### src/rtl/tpmrd_pkg.sv
package tpmrd_pkg;

    typedef enum logic [1:0] {
        ST_IDLE,
        ST_ISSUE,
        ST_BACKOFF,
        ST_REPLY
    } rd_state_e;

    localparam int unsigned LOC_W = 12;

    localparam logic [LOC_W-1:0] A_ACCESS0 = 12'h000;
    localparam logic [LOC_W-1:0] A_LOCSEL  = 12'hFFF;
    localparam logic [LOC_W-1:0] A_IDENT   = 12'hF00;
    localparam logic [LOC_W-1:0] A_REVN    = 12'hF04;

    localparam logic [7:0] IX_LOCSEL = 8'h00;
    localparam logic [7:0] IX_ACCESS = 8'h04;
    localparam logic [7:0] IX_INTEN  = 8'h08;
    localparam logic [7:0] IX_CAPS   = 8'h14;
    localparam logic [7:0] IX_STAT   = 8'h18;
    localparam logic [7:0] IX_BCAPS  = 8'h30;
    localparam logic [7:0] IX_IDENT  = 8'h48;
    localparam logic [7:0] IX_REVN   = 8'h4C;

    localparam logic [31:0] RZ_ACCESS = 32'h0000_0048;
    localparam logic [31:0] RZ_INTEN  = 32'h7FFF_FF60;
    localparam logic [31:0] RZ_CAPS   = 32'h0FFF_F000;
    localparam logic [31:0] RZ_STAT   = 32'h0000_0023;
    localparam logic [31:0] RZ_BCAPS  = 32'h8000_0000;

endpackage

### src/rtl/tpmrd_remap.sv
module tpmrd_remap
    import tpmrd_pkg::*;
#(
    parameter int unsigned ADDR_W = 16
) (
    input  logic [ADDR_W-1:0] addr_in,
    output logic [7:0]        idx_out
);
    logic [LOC_W-1:0] low_addr;

    assign low_addr = addr_in[LOC_W-1:0];

    always_comb begin
        unique case (low_addr)
            A_ACCESS0: idx_out = IX_ACCESS;
            A_LOCSEL:  idx_out = IX_LOCSEL;
            A_IDENT:   idx_out = IX_IDENT;
            A_REVN:    idx_out = IX_REVN;
            default:   idx_out = low_addr[7:0];
        endcase
    end
endmodule

### src/rtl/tpmrd_check.sv
module tpmrd_check
    import tpmrd_pkg::*;
#(
    parameter int unsigned NBYTES = 4
) (
    input  logic [7:0]          idx_in,
    input  logic [2:0]          len_in,
    input  logic [NBYTES*8-1:0] raw_in,
    output logic [NBYTES*8-1:0] value_out,
    output logic                ok_out
);
    logic [NBYTES*8-1:0] rz_mask;
    logic                sized;

    for (genvar b = 0; b < NBYTES; b++) begin : g_trim
        assign value_out[b*8 +: 8] = (32'(b) < 32'(len_in)) ? raw_in[b*8 +: 8] : 8'h00;
    end

    always_comb begin
        unique case (idx_in)
            IX_ACCESS: rz_mask = RZ_ACCESS;
            IX_INTEN:  rz_mask = RZ_INTEN;
            IX_CAPS:   rz_mask = RZ_CAPS;
            IX_STAT:   rz_mask = RZ_STAT;
            IX_BCAPS:  rz_mask = RZ_BCAPS;
            default:   rz_mask = '0;
        endcase
    end

    assign sized  = (len_in == 3'd1) || (len_in == 3'd2) || (len_in == 3'd4);
    assign ok_out = !sized || ((value_out & rz_mask) == '0);
endmodule

### src/rtl/tpmrd_validator.sv
module tpmrd_validator
    import tpmrd_pkg::*;
#(
    parameter int unsigned ADDR_W      = 16,
    parameter int unsigned MAX_TRIES   = 3,
    parameter int unsigned WAIT_CYCLES = 31250
) (
    input  logic              clk,
    input  logic              rst_n,
    input  logic              req_valid,
    output logic              req_ready,
    input  logic [ADDR_W-1:0] req_addr,
    input  logic [2:0]        req_len,
    output logic              bus_rd_req,
    output logic [7:0]        bus_reg,
    output logic [2:0]        bus_len,
    input  logic              bus_rd_ack,
    input  logic [31:0]       bus_rd_data,
    output logic              rsp_valid,
    output logic [31:0]       rsp_data,
    output logic              rsp_err
);
    localparam int unsigned TRY_W = $clog2(MAX_TRIES + 1);
    localparam int unsigned CNT_W = $clog2(WAIT_CYCLES + 1);
    localparam logic [TRY_W-1:0] LAST_TRY  = TRY_W'(MAX_TRIES - 1);
    localparam logic [CNT_W-1:0] WAIT_LOAD = CNT_W'(WAIT_CYCLES - 1);

    rd_state_e state_q, state_d;

    logic [7:0]       idx_map, idx_q;
    logic [2:0]       len_q;
    logic [TRY_W-1:0] tries_q;
    logic [CNT_W-1:0] wait_q;
    logic [31:0]      data_q, trimmed;
    logic             err_q, chk_ok, last_try;

    tpmrd_remap #(.ADDR_W(ADDR_W)) u_remap (
        .addr_in (req_addr),
        .idx_out (idx_map)
    );

    tpmrd_check #(.NBYTES(4)) u_check (
        .idx_in    (idx_q),
        .len_in    (len_q),
        .raw_in    (bus_rd_data),
        .value_out (trimmed),
        .ok_out    (chk_ok)
    );

    assign last_try = (tries_q == LAST_TRY);

    always_ff @(posedge clk or negedge rst_n) begin
        if (!rst_n) state_q <= ST_IDLE;
        else        state_q <= state_d;
    end

    always_comb begin
        state_d = state_q;
        unique case (state_q)
            ST_IDLE:    if (req_valid) state_d = ST_ISSUE;
            ST_ISSUE:   if (bus_rd_ack) state_d = (chk_ok || last_try) ? ST_REPLY : ST_BACKOFF;
            ST_BACKOFF: if (wait_q == '0) state_d = ST_ISSUE;
            ST_REPLY:   state_d = ST_IDLE;
            default:    state_d = ST_IDLE;
        endcase
    end

    always_ff @(posedge clk or negedge rst_n) begin
        if (!rst_n) begin
            idx_q   <= '0;
            len_q   <= '0;
            tries_q <= '0;
            wait_q  <= '0;
            data_q  <= '0;
            err_q   <= 1'b0;
        end else begin
            unique case (state_q)
                ST_IDLE: if (req_valid) begin
                    idx_q   <= idx_map;
                    len_q   <= req_len;
                    tries_q <= '0;
                end
                ST_ISSUE: if (bus_rd_ack) begin
                    data_q  <= trimmed;
                    err_q   <= !chk_ok;
                    tries_q <= tries_q + 1'b1;
                    wait_q  <= WAIT_LOAD;
                end
                ST_BACKOFF: if (wait_q != '0) wait_q <= wait_q - 1'b1;
                default: ;
            endcase
        end
    end

    always_comb begin
        req_ready  = (state_q == ST_IDLE);
        bus_rd_req = (state_q == ST_ISSUE);
        bus_reg    = idx_q;
        bus_len    = len_q;
        rsp_valid  = (state_q == ST_REPLY);
        rsp_data   = data_q;
        rsp_err    = err_q;
    end
endmodule

### config.mk
export PLATFORM = sky130hd
export DESIGN_NAME = tpmrd_validator
export DESIGN_NICKNAME = d
export VERILOG_FILES = /design/src/rtl/tpmrd_pkg.sv /design/src/rtl/tpmrd_remap.sv /design/src/rtl/tpmrd_check.sv /design/src/rtl/tpmrd_validator.sv
export SDC_FILE = /design/constraint.sdc
export NUM_CORES = 1
export LEC_CHECK = 0
export BUFFER_PORTS_ARGS = -buffer_cell sky130_fd_sc_hd__buf_2
export CORE_ASPECT_RATIO = 1.1
export CORE_UTILIZATION = 45
export DETAILED_ROUTE_END_ITERATION = 10
export HOLD_SLACK_MARGIN = 0.1
export PLACE_DENSITY = 0.78
export RECOVER_POWER = 25
export SLEW_MARGIN = 20
export SYNTH_ARGS = -nofsm -noshare
export SYNTH_HDL_FRONTEND = slang
export SYNTH_SLANG_ARGS = --single-unit
### constraint.sdc
create_clock -name clk -period 2.5 [get_ports clk]
set_clock_uncertainty 0.05 [all_clocks]
set_input_delay 0.25 -clock clk [delete_from_list [all_inputs] [get_ports clk]]
set_output_delay 0.25 -clock clk [all_outputs]
set_load 0.02 [all_outputs]
Word-level counts from Yosys, hierarchy flattened:

Index checks and enable logic that the tools add are counted.
Widths: inputs -> output; s select.

* register bits after elaboration: 63
* input bits: 55
* output and inout port bits: 47
* word-level logic and storage cells: 68

* $add $sub $neg: 2
* magnitude comparators: 4
* equal/unequal tests: 19
* mux-type cells: 17
* bitwise gates (word level): 1
* reductions and logical operators: 18

Operators with widths (count)
* $pmux 32 s5: 1
* $eq 12x12->1 const B: 3
* $and 32x32->32: 1
* $logic_not 32->1: 1
* $mux 8: 4
* $pmux 8 s4: 1
* $mux 15: 2
* $pmux 15 s2: 1
* $eq 8x5->1 const B: 2
* $logic_not 15->1: 1
* $reduce_bool 15->1: 1
* $sub 15x1->15 const B: 1
* $logic_not 12->1: 1
* $mux 2: 5
* $reduce_and 3->1: 3
* $eq 8x3->1 const B: 1
* $eq 8x4->1 const B: 1
* $eq 8x6->1 const B: 1
* $pmux 2 s4: 1
* $eq 2x2->1 const B: 3
* $lt 1x3->1 const A: 2
* $lt 2x3->1 const A: 2
* $ne 2x2->1 const B: 3
* $logic_or 1x1->1: 4
* 12 further kinds: 15

Logic depth before layout (Yosys ltp):

* depth after elaboration: 9
* mapped depth: 8
* mapped depth without buffers: 7

By module:

A second synthesis with hierarchy kept.

* cell total of the unflattened synthesis: 384
* area total of the unflattened synthesis: 3275.6 um2

By module, submodules not included
* tpmrd_validator: times used 1, cells each 297, area an instance 2685.1 um2
* tpmrd_check: times used 1, cells each 66, area an instance 459.2 um2
* tpmrd_remap: times used 1, cells each 21, area an instance 131.4 um2

Worst setup path before layout:

OpenSTA, ideal clock, no wires.

* kind: flip-flop to flip-flop
* start point: reg wait_q[0]
* end point: reg wait_q[0]
* library setup time: 0.125 ns
* arrival: 2.096 ns
* path slack: 0.228 ns
* stages on the path, launching flop included: 9
* path buffers: 1
* period minus slack after synthesis: 2.272 ns
* path through: dfrtp_1 -> inv_1 -> ha_1 -> or4b_1 -> or4_4 -> o21bai_4 -> buf_6 -> nand2_2 -> mux2_4

* longest elaborated chain between the ends: 3

RTL lines
* from (decl): line tpmrd_validator.sv:33 `logic [CNT_W-1:0] wait_q;`
* from (signal assigned): line tpmrd_validator.sv:89 `ST_BACKOFF: if (wait_q != '0) wait_q <= wait_q - 1'b1;`
* $sub 15x1->15 / $reduce_bool 15->1 (equally long branches): line tpmrd_validator.sv:89
* $mux 15 / $ne 2x2->1 (equally long branches)
* $pmux 15 s2 / $reduce_and 3->1 (equally long branches)

Parallel ways exist; a longest one is shown, timed or not. The select of a mux whose other input is x is not followed.
A chain may end at the register's enable or synchronous reset.

Final worst setup path:

* start point: reg wait_q[7]
* end point: reg wait_q[9]

Same word-level chain as after synthesis.

==> impl_metrics.env <==
export IMPL_start_util_pct=47.5
export IMPL_place_hpwl_um=4990
export IMPL_grt_overflow=0
export IMPL_yosys_area_top_type="dfrtp_1"
export IMPL_fin_crit_ns=2.36
export IMPL_clock_fmax_mhz=423
export IMPL_cp_max_fo=7
export IMPL_grt_pass1_wl_um=11600
export IMPL_netlist_instances=294
export IMPL_largest_reg_flops=32
export IMPL_portBuffers=97
export IMPL_drive_gt1_share_pct=29.4
export IMPL_yosys_register_bits=63
export IMPL_diodes=0
export IMPL_status="finished, violations left"
export IMPL_finalSetupViolations=0
export IMPL_wl_per_cell_um=14.6
export IMPL_final_cells=498
export IMPL_drc=0
export IMPL_worst_slack_ns=0.138
export IMPL_placed_cells=460
export IMPL_fp_dieW_um=79.8
export IMPL_endpoint_kind="register"
export IMPL_reg2reg_from="wait_q[7]"
export IMPL_vdd_ir_drop_max_uv=814
export IMPL_cts_buffers=9
export IMPL_rows=30
export IMPL_hold_viol_final=0
export IMPL_yosysMostFrequentCell="dfrtp_1"
export IMPL_synth_async_reset_ratio_pct=100
export IMPL_yosysWarnings=0
export IMPL_setup_tns_ns=0
export IMPL_ys_seq_area_share_pct=52.6
export IMPL_antenna_found_initial=0
export IMPL_timing_setup_critical_path_class="reg2reg"
export IMPL_synth_ff_type="dfrtp_1"
export IMPL_vias=2695
export IMPL_drtAntennaViolNets=0
export IMPL_syn_area_um2=3000
export IMPL_synth_avg_cell_area_um2=10.2
export IMPL_p_leak_uw=0.00182
export IMPL_worst_r2r_path_depth=5
export IMPL_violations="max-capacitance violations, max-slew violations"
export IMPL_relSlewSlack_pct=-17.2
export IMPL_cp_required_ns=2.64
export IMPL_synth_commonest_cells="dfrtp_1 (63), nand2_1 (40), o21ai_0 (30), a22o_1 (21), nor2_1 (14)"
export IMPL_synth_nets=351
export IMPL_slew_violations=32
export IMPL_grt_max_degree=66
export IMPL_post_dp_cell_area_um2=3550
export IMPL_grt_usage_pct=22.2
export IMPL_cts_max_level=3
export IMPL_place_congestion=0.837
export IMPL_vias_per_cell=5.41
export IMPL_finalNetCount=471
export IMPL_drt_iter0_markers=160
export IMPL_post_route_cell_area_um2=3950
export IMPL_hold_end="rsp_data[19]"
export IMPL_insertion_delay_ns=0.34
export IMPL_r2r_end="wait_q[9]"
export IMPL_pre_cts_ws_ns=0.0638
export IMPL_cts_buffer_depth=2
export IMPL_floorplan_die_area_um2=6990
export IMPL_wirelength_um=7290
export IMPL_arrival_ns=2.50
export IMPL_cts_tree="yes"
export IMPL_path_clk_slew_ns=0.06
export IMPL_cts_sinks=63
export IMPL_synth_area_leaders="dfrtp_1 (53%), a22o_1 (6.1%), nand2_1 (5.0%)"
export IMPL_hold_slack_ns=0.105
export IMPL_worstMarginPinSlew_ns=1.76
export IMPL_rrSetupSlack_ns=0.14
export IMPL_synth_edf_count=0
export IMPL_dr_pass1_iters=4
export IMPL_grt_pass1_vias=2533
export IMPL_synth_top_area_share_pct=52.6
export IMPL_cts_root_buf="clkbuf_8"
export IMPL_finalCritPeriodShare_pct=94.5
export IMPL_whs_path_depth=2
export IMPL_maxCapViolCount=1
export IMPL_powerDensity_nw_per_um2=1170
export IMPL_syn_to_final_growth_pct=31.7
export IMPL_synth_cell_type_count=45
export IMPL_rsz0062_at_grt="false"
export IMPL_core_area_um2=6310
export IMPL_hold_class="in2reg"
export IMPL_startpoint_type="register"
export IMPL_io_pins=102
export IMPL_hold_start="bus_rd_data[19]"
export IMPL_fp_dieH_um=87.6
## where the power goes
group | switching, uW | total, uW | internal [uW]
sequential | 388 | 1810 | 1420
combinational | 1190 | 1960 | 774
clock | 380 | 827 | 448
## stage by stage
stage | util, % | total power [uW]
floorplan | - | 3110
global placement | 56.3 | 3690
detailed placement | 56.3 | 3750
CTS | 62.5 | 4610
global route | 62.6 | 4900
finish | 62.6 | 4600
## layout make-up
class | count | area [um2]
fillers | 546 | 2360
flip-flops and latches | 63 | 1580
multi-input cells | 209 | 1330
repair buffers | 124 | 737
clock buffers | 10 | 128
well taps | 80 | 100
clock inverters | 5 | 50.0
inverters | 7 | 26.3
## critical path, stage by stage, from the launching register on
cell and delay [ns]:
dfrtp_1 0.44, or4_4 0.52, or4_4 0.46, o41ai_4 0.48, or4_1 0.19, nand3_1 0.07
## repair_timing
action	4_1_cts	5_1_grt
hold buffers	21	0
endpoints found under the hold margin	51	0
gates resized for setup	0	1
setup buffers	0	2
setup endpoints to repair	0	5
## logic make-up after synthesis
| group | count (synthesis) | share of synthesized area (%) |
|---|---|---|
| AO/OA/AOI/OAI | 85 | 20.3 |
| XOR/XNOR | 5 | 1.46 |
| adder cells (fa/ha/maj) | 2 | 0.835 |
| buffers and inverters | 22 | 3.30 |
| flip-flops | 63 | 52.6 |
| multiplexers | 5 | 1.96 |
| AND/OR/NAND/NOR | 112 | 19.5 |
## worst max-delay path by stage
| stage | startpoint | end | depth (start not counted) |
|---|---|---|---|
| 2_1_floorplan | wait_q[0] | wait_q[0] | 8 |
| 3_3_place_gp | wait_q[0] | wait_q[0] | 7 |
| 3_5_place_dp | wait_q[0] | wait_q[0] | 7 |
| 4_1_cts | wait_q[0] | wait_q[0] | 7 |
| 5_1_grt | wait_q[7] | wait_q[9] | 5 |
| 6_report | wait_q[7] | wait_q[9] | 5 |
## metal layers
metal	vias up	routed length, um	global-route usage (%)
li1	1322	-	-
met1	1287	3250	26.9
met2	76	3580	37.6
met3	10	316	4.17
met4	0	148	12.0
met5	-	0	0
## layout by cell type (no fill, tap or decap), types with 3 or more instances in the layout
| master | instances |
|---|---|
| inv_1 | 7 |
| buf_4 | 5 |
| o21ai_0 | 30 |
| nand3_1 | 7 |
| o211ai_1 | 5 |
| nand2b_1 | 3 |
| clkinv_2 | 4 |
| or3_1 | 7 |
| dlygate4sd3_1 | 21 |
| or4_4 | 3 |
| clkbuf_8 | 9 |
| or4_1 | 5 |
| or2_2 | 6 |
| dfrtp_1 | 63 |
| nand2_1 | 40 |
| nor4_1 | 9 |
| clkbuf_1 | 14 |
| nor2_1 | 14 |
| nor3_1 | 5 |
| a21oi_1 | 11 |
| o31ai_1 | 6 |
| mux2_2 | 3 |
| a22o_1 | 21 |
| nand4_1 | 3 |
| o41ai_1 | 3 |
| xor2_1 | 5 |
| buf_2 | 84 |
Power figures use the tool's default switching activity.
